`src/rtl/burst_seq_pkg.sv`:
```
package burst_seq_pkg;
  // Strobes passed from the control decode to the datapath.
  typedef struct packed {
    logic load;  // capture a new base address
    logic step;  // advance the burst by one beat
  } burstCtl_t;

  localparam int BEAT_W = 2;
endpackage

```
`src/rtl/burst_seq_ctrl.sv`:
```
module burst_seq_ctrl
  import burst_seq_pkg::*;
(
  input  logic      procStrobeN,
  input  logic      ctrlStrobeN,
  input  logic      advanceN,
  output burstCtl_t ctl
);
  logic anyStrobe;

  // Either strobe loads. Two strobes together still give one load.
  assign anyStrobe = ~procStrobeN | ~ctrlStrobeN;

  always_comb begin
    ctl.load = anyStrobe;
    ctl.step = ~anyStrobe & ~advanceN;  // a load wins over a step
  end
endmodule

```
`src/rtl/burst_seq_datapath.sv`:
```
module burst_seq_datapath
  import burst_seq_pkg::*;
#(
  parameter int ADDR_W = 20
) (
  input  logic              clk,
  input  logic              rstN,
  input  burstCtl_t         ctl,
  input  logic              orderSel,
  input  logic [ADDR_W-1:0] addrIn,
  output logic [ADDR_W-1:0] addrOut,
  output logic [BEAT_W-1:0] beatIdx
);
  localparam int UPPER_W = ADDR_W - BEAT_W;

  logic [UPPER_W-1:0] upperQ;
  logic [BEAT_W-1:0]  startQ;
  logic [BEAT_W-1:0]  beatQ;
  logic [BEAT_W-1:0]  linLsb;
  logic [BEAT_W-1:0]  intlvLsb;

  always_ff @(posedge clk) begin
    if (!rstN) begin
      upperQ <= '0;
      startQ <= '0;
      beatQ  <= '0;
    end else if (ctl.load) begin
      upperQ <= addrIn[ADDR_W-1:BEAT_W];
      startQ <= addrIn[BEAT_W-1:0];
      beatQ  <= '0;
    end else if (ctl.step) begin
      beatQ  <= BEAT_W'(beatQ + 1'b1);
    end
  end

  // Both orders are computed; the order input picks one of them.
  assign linLsb   = BEAT_W'(startQ + beatQ);
  assign intlvLsb = startQ ^ beatQ;

  assign addrOut = {upperQ, (orderSel ? intlvLsb : linLsb)};
  assign beatIdx = beatQ;
endmodule

```
`src/rtl/burst_addr_seq.sv`:
```
module burst_addr_seq
  import burst_seq_pkg::*;
#(
  parameter int ADDR_W = 20
) (
  input  logic              clk,
  input  logic              rstN,
  input  logic              procStrobeN,
  input  logic              ctrlStrobeN,
  input  logic              advanceN,
  input  logic              orderSel,
  input  logic [ADDR_W-1:0] addrIn,
  output logic [ADDR_W-1:0] addrOut,
  output logic [1:0]        beatIdx
);
  burstCtl_t ctl;

  burst_seq_ctrl u_ctrl (
    .procStrobeN(procStrobeN),
    .ctrlStrobeN(ctrlStrobeN),
    .advanceN   (advanceN),
    .ctl        (ctl)
  );

  burst_seq_datapath #(.ADDR_W(ADDR_W)) u_dp (
    .clk     (clk),
    .rstN    (rstN),
    .ctl     (ctl),
    .orderSel(orderSel),
    .addrIn  (addrIn),
    .addrOut (addrOut),
    .beatIdx (beatIdx)
  );
endmodule

```
`config.mk`:
```
export PLATFORM = sky130hd
export DESIGN_NAME = burst_addr_seq
export DESIGN_NICKNAME = d
export VERILOG_FILES = /design/src/rtl/burst_seq_pkg.sv /design/src/rtl/burst_seq_ctrl.sv /design/src/rtl/burst_seq_datapath.sv /design/src/rtl/burst_addr_seq.sv
export SDC_FILE = /design/constraint.sdc
export NUM_CORES = 1
export LEC_CHECK = 0
export ABC_AREA = 1
export ABC_CLOCK_PERIOD_IN_PS = 2300
export CORE_MARGIN = 4
export CORE_UTILIZATION = 40
export DETAILED_ROUTE_END_ITERATION = 8
export PLACE_DENSITY = 0.88
export SYNTH_ARGS = -nofsm -noshare
export SYNTH_HDL_FRONTEND = slang
export SYNTH_SLANG_ARGS = --single-unit
```
`constraint.sdc`:
```
create_clock -name clk -period 2.3 [get_ports clk]
set_input_delay 0.23 -clock clk [delete_from_list [all_inputs] [get_ports clk]]
set_output_delay 0.23 -clock clk [all_outputs]
set_load 0.005 [all_outputs]
```
==> results of run 1 <==
-- kinds of logic after synthesis --
group | Yosys count | share of synthesized area
AND/OR/NAND/NOR | 55 | 0.245
AO/OA/AOI/OAI | 22 | 0.128
flip-flops | 22 | 0.512
buffers and inverters | 13 | 0.0801
XOR/XNOR | 2 | 0.0204
adder cells (fa/ha/maj) | 1 | 0.0146
-- cells in the mapped netlist --
cell | n | share of area
nand2_2 | 1 | 0.0073
nor2_1 | 42 | 0.18
xor2_1 | 1 | 0.010
inv_2 | 1 | 0.0044
nand3_1 | 1 | 0.0058
a21oi_1 | 2 | 0.012
inv_1 | 6 | 0.026
clkbuf_2 | 2 | 0.012
buf_6 | 2 | 0.026
buf_2 | 2 | 0.012
o21ai_1 | 3 | 0.017
xnor2_1 | 1 | 0.010
ha_1 | 1 | 0.015
o21ai_0 | 17 | 0.099
nand2_1 | 11 | 0.048
dfxtp_1 | 22 | 0.51
-- per-stage QoR --
step,std cells,hold WS [ps]
after floorplan,115,365
final,187,507
after CTS,187,499
after global placement,183,483
after detailed placement,183,494
after global routing,187,501
-- per-layer routing --
| metal | track usage | up-vias |
|---|---|---|
| met2 | 0.277 | 37 |
| met5 | 0 | - |
| met4 | 0.0373 | 0 |
| met1 | 0.148 | 384 |
| met3 | 0.0572 | 0 |
| li1 | - | 448 |
-- power groups by stage --
stage	sequential, uW	combinational, uW	clock, uW
finish	419	150	204
global route	422	165	228
CTS	419	152	214
detailed placement	427	151	0
global placement	427	148	0
floorplan	429	51.1	0
-- placed cells by master, fill, tap and decap left out, drive strengths merged --
master | netlist | final
clkdlybuf4s50 | 0 | 47
nor2 | 42 | 42
dfxtp | 22 | 22
o21ai | 20 | 20
nand2 | 12 | 12
inv | 7 | 7
clkbuf | 2 | 4
a21oi | 2 | 2
xor2 | 1 | 1
xnor2 | 1 | 1
nand3 | 1 | 1
ha | 1 | 1
-- path summary, 6_finish.rpt --
check,endpoint,cells past startpoint
hold reg to reg,u_dp.upperQ[8]$_SDFFE_PN0P_,2
setup / recovery,addrOut[1],8
hold / removal,u_dp.upperQ[3]$_SDFFE_PN0P_,3
setup reg to reg,u_dp.beatIdx[1]$_SDFFE_PP0P_,5
-- tightest hold or removal path, cell delays in order --
cell,delay [ps]
clkdlybuf4s50_1,390
nor2_1,100
nor2_1,50
-- final cells by class --
class                   instances  area [sq um]
clock buffers                   4          36.3
inverters                       7          26.3
well taps                      27          33.8
multi-input cells              80           350
repair buffers                 47           470
flip-flops and latches         22           440
fillers                       178           644
-- registers in the layout, summed over array words and instances (netlist names) --
name,flops
u_dp.beatIdx,2
u_dp.startQ,2
u_dp.upperQ,18
==> qor.txt, run 1 <==
Slew Viols, Final = 0
CP required = 2070 ps
GR Overflow Total = 0
vias = 869
cell mode on critical path = inv_1
die height = 54.4 um
worst hold path type = in -> reg
Clock Sink Count = 22
TritonRoute pass-1 iters = 4
1st-iter DRT viols = 4
post-layout minimum cycle time = 1970 ps
Reg power frac = 0.542
maximum VDD drop = 358 uV
final setup violation count = 0
final setup margin = 333 ps
die area = 2950 sq um
pre-CTS setup slack = 607 ps
die width = 54.4 um
core area = 2000 sq um
gpl congestion = 0.660
relative slew slack = 0.594
clock tree buffer depth = 2
Synth Cell Area = 860 sq um
GRT Total Usage = 0.147
max-cap violation count = 0
Worst-Skew Late Latency = 290 ps
sequential-to-total area share from yosys stat = 0.512
Ant. Diodes = 0
post-detail-place hpwl = 1550 um
share of layout cells above drive strength 1 = 0.0375
met2 routed WL = 963 um
syn avg cell area = 7.47 sq um
Residual DRC = 0
launching point of the worst reg2reg path = u_dp.beatIdx[1]$_SDFFE_PP0P_
synth warn = 0
Power, Total = 773 uW
initial antenna violation count = 0
I/O Buffers = 47
highest metal used = met3
critical path launch point type = flip-flop
wire per inst = 11.4 um
first-pass GRT wire length = 3200 um
CP Buf/Inv Count = 4
final hold violations = 0
clock slew at reported path FFs = 110 ps
Site Rows = 16
status = completed
reg2reg setup slack = 1430 ps
nets@finish = 188
CP Class = reg -> out
Mapped Cells = 115
setup TNS = 0 ps
internal cell power = 599 uW
Post-Layout Inst Area = 1360 sq um
maximum number of pins on one net before global-route repair = 23
CTS resizes = 0
Mapped Nets = 142
CTS H-tree lvls = 1
number of synthesized register bits = 22
Fmax achieved = 508 MHz
Pwr Density = 569 nW/um^2
Antenna Nets Post-Route = 0
# IOs = 48
Layout Skew = 0.00588 ps
CTS Hold Buffers Added = 0
vias in the first global route = 824
Crit. End Element = output pin
CP max FO = 5
crit path DAT = 1740 ps
DRT met1 WL = 933 um
clock share of power = 0.264
met3 routed WL = 234 um
Critical-path top delay cell = clkdlybuf4s50_1
Sw Share = 0.226
RSZ-0062 raised after global routing = false
synthesis-to-finish area growth = 57.9%
clk root buf = clkbuf_4
Worst Tran Pin Value = 608 ps
switching power = 174 uW
Placed Instance Area = 1320 sq um
drt total wl = 2130 um
Top delay family on crit path = buffers and inverters
Hold Startpoint = addrIn[5]
crit path launch = u_dp.beatIdx[0]$_SDFFE_PP0P_
Comb power frac = 0.194
final core utilization = 0.678
Lkg Pwr = 0.000552 uW
Tcrit/Tclk final = 0.855
clock tree from TritonCTS = done
critical path's largest stage delay = 480 ps
initial core utilization = 0.429
Setup Fix Bufs, Post-CTS = 0
cts bufs inserted = 3
vias per cell = 4.65
synth unique cells = 16
cells along the critical path = ha_1 > inv_1 > nor2_1 > inv_1 > nand2_1 > nand2_1 > inv_1 > clkdlybuf4s50_1
Note: power is estimated with default switching activity, not from simulation.
==> run 2: changes to the inputs <==
Settings changed: CAP_MARGIN set to 20, CORE_MARGIN 4 to 2.
==> run 2 against run 1 <==
  * Utilization increased by 0.81 points
  * Register-to-register slack got worse by 20 ps
  * Largest power group unchanged
  * Clock-buffer cell count fell by 1
  * Critical endpoint unchanged
  * Non-clock buffer count unchanged
  * Flip-flop and latch count is the same
==> qor.txt, run 2 (synthesized netlist as in run 1, its figures left out) <==
status = completed
nets@finish = 188
wire per inst = 11.5 um
gpl congestion = 0.660
die width = 50.4 um
vias = 875
Ant. Diodes = 0
synthesis-to-finish area growth = 59.8%
Fmax achieved = 505 MHz
clk root buf = clkbuf_4
Tcrit/Tclk final = 0.860
Antenna Nets Post-Route = 0
GR Overflow Total = 0
post-detail-place hpwl = 1590 um
cts bufs inserted = 3
reg2reg setup slack = 1410 ps
commonest non-fill, non-tap cell in the layout = clkdlybuf4s50_1
WHS Endpoint = u_dp.upperQ[9]$_SDFFE_PN0P_
drt total wl = 2150 um
Pwr Density = 626 nW/um^2
CP max FO = 5
maximum number of pins on one net before global-route repair = 23
Layout Skew = 1.28 ps
Hold Startpoint = addrIn[11]
Site Rows = 16
share of layout cells above drive strength 1 = 0.0375
Residual DRC = 0
I/O Buffers = 47
Worst Tran Pin Value = 601 ps
Clock Sink Count = 22
# IOs = 48
Crit. End Element = output pin
final setup violation count = 0
relative slew slack = 0.598
hold path cells = 3
Setup Fix Bufs, Post-CTS = 0
CTS H-tree lvls = 1
vias per cell = 4.68
CP Class = reg -> out
maximum VDD drop = 542 uV
Filler cells = 171
clock tree from TritonCTS = done
GRT Total Usage = 0.176
CTS Hold Buffers Added = 0
RSZ-0062 raised after global routing = false
CP required = 2070 ps
core area = 2000 sq um
Lkg Pwr = 0.000559 uW
die area = 2540 sq um
Reg2Reg Depth = 5
launching point of the worst reg2reg path = u_dp.beatIdx[1]$_SDFFE_PP0P_
max-cap violation count = 0
max reg flops = 18
CTS resizes = 0
hold slack = 504 ps
Slew Viols, Final = 0
initial core utilization = 0.429
post-layout minimum cycle time = 1980 ps
final hold violations = 0
Worst-Skew Late Latency = 300 ps
die height = 50.4 um
critical path launch point type = flip-flop
worst hold path type = in -> reg
initial antenna violation count = 0
most frequent cells in the layout = 47 x clkdlybuf4s50_1, 42 x nor2_1, 22 x dfxtp_1
crit path DAT = 1750 ps
vias in the first global route = 850
1st-iter DRT viols = 15
Most flops, register = u_dp.upperQ
first-pass GRT wire length = 3500 um
setup TNS = 0 ps
clock slew at reported path FFs = 120 ps
TritonRoute pass-1 iters = 4
clock tree buffer depth = 2
reg2reg end = u_dp.beatIdx[1]$_SDFFE_PP0P_
run 2: cell count changes in the layout (fill, tap and decap cells not counted):
cell,previous run,this run
clkbuf_8,1,0
bufinv_16,0,1
run 2: final cells by class:
type	instances	area [sq um]	area share
multi-input combinational	80	350	0.255
tap	27	33.8	0.0246
clock buffer	3	22.5	0.0164
clock inverter	1	30.0	0.0219
sequential	22	440	0.321
inverter	7	26.3	0.0191
timing repair buffer	47	470	0.342
run 2: metal layers:
metal	vias up	wire length (um)	track usage
li1	451	-	-
met1	383	928	0.182
met2	37	996	0.331
met3	4	183	0.0476
met4	0	40	0.0721
met5	-	0	0
run 2: how the worst max path moves through the flow:
stage                                       startpoint                           end  cells after the start
after global routing      u_dp.beatIdx[0]$_SDFFE_PP0P_                    addrOut[1]                      8
after CTS                 u_dp.beatIdx[0]$_SDFFE_PP0P_                    addrOut[1]                      8
final                     u_dp.beatIdx[0]$_SDFFE_PP0P_                    addrOut[1]                      8
after detailed placement                   procStrobeN  u_dp.beatIdx[1]$_SDFFE_PP0P_                      5
after global placement                        orderSel                    addrOut[1]                      7
after floorplan           u_dp.beatIdx[0]$_SDFFE_PP0P_                    addrOut[1]                      7
run 2: power breakdown:
group / total (uW) / switching [uW] / internal [uW]
clock: 289 / 113 / 176
combinational: 150 / 54.9 / 95.6
sequential: 420 / 13.2 / 407
run 2: critical path, cell delays in order, from the launching register on:
cell and delay, ps:
dfxtp_1 420, ha_1 170, inv_1 40, nor2_1 130
inv_1 60, nand2_1 70, nand2_1 50, inv_1 40
clkdlybuf4s50_1 480
run 2: stage by stage:
stage | total power, uW | worst slack, ps | utilization | cell area [sq um] | instances
2_1_floorplan | 480 | 1220 | - | 860 | 115
3_3_place_gp | 573 | 644 | 0.660 | 1320 | 183
3_5_place_dp | 579 | 593 | 0.660 | 1320 | 183
4_1_cts | 868 | 333 | 0.686 | 1370 | 187
5_1_grt | 905 | 166 | 0.686 | 1370 | 187
6_report | 859 | 321 | 0.686 | 1370 | 187
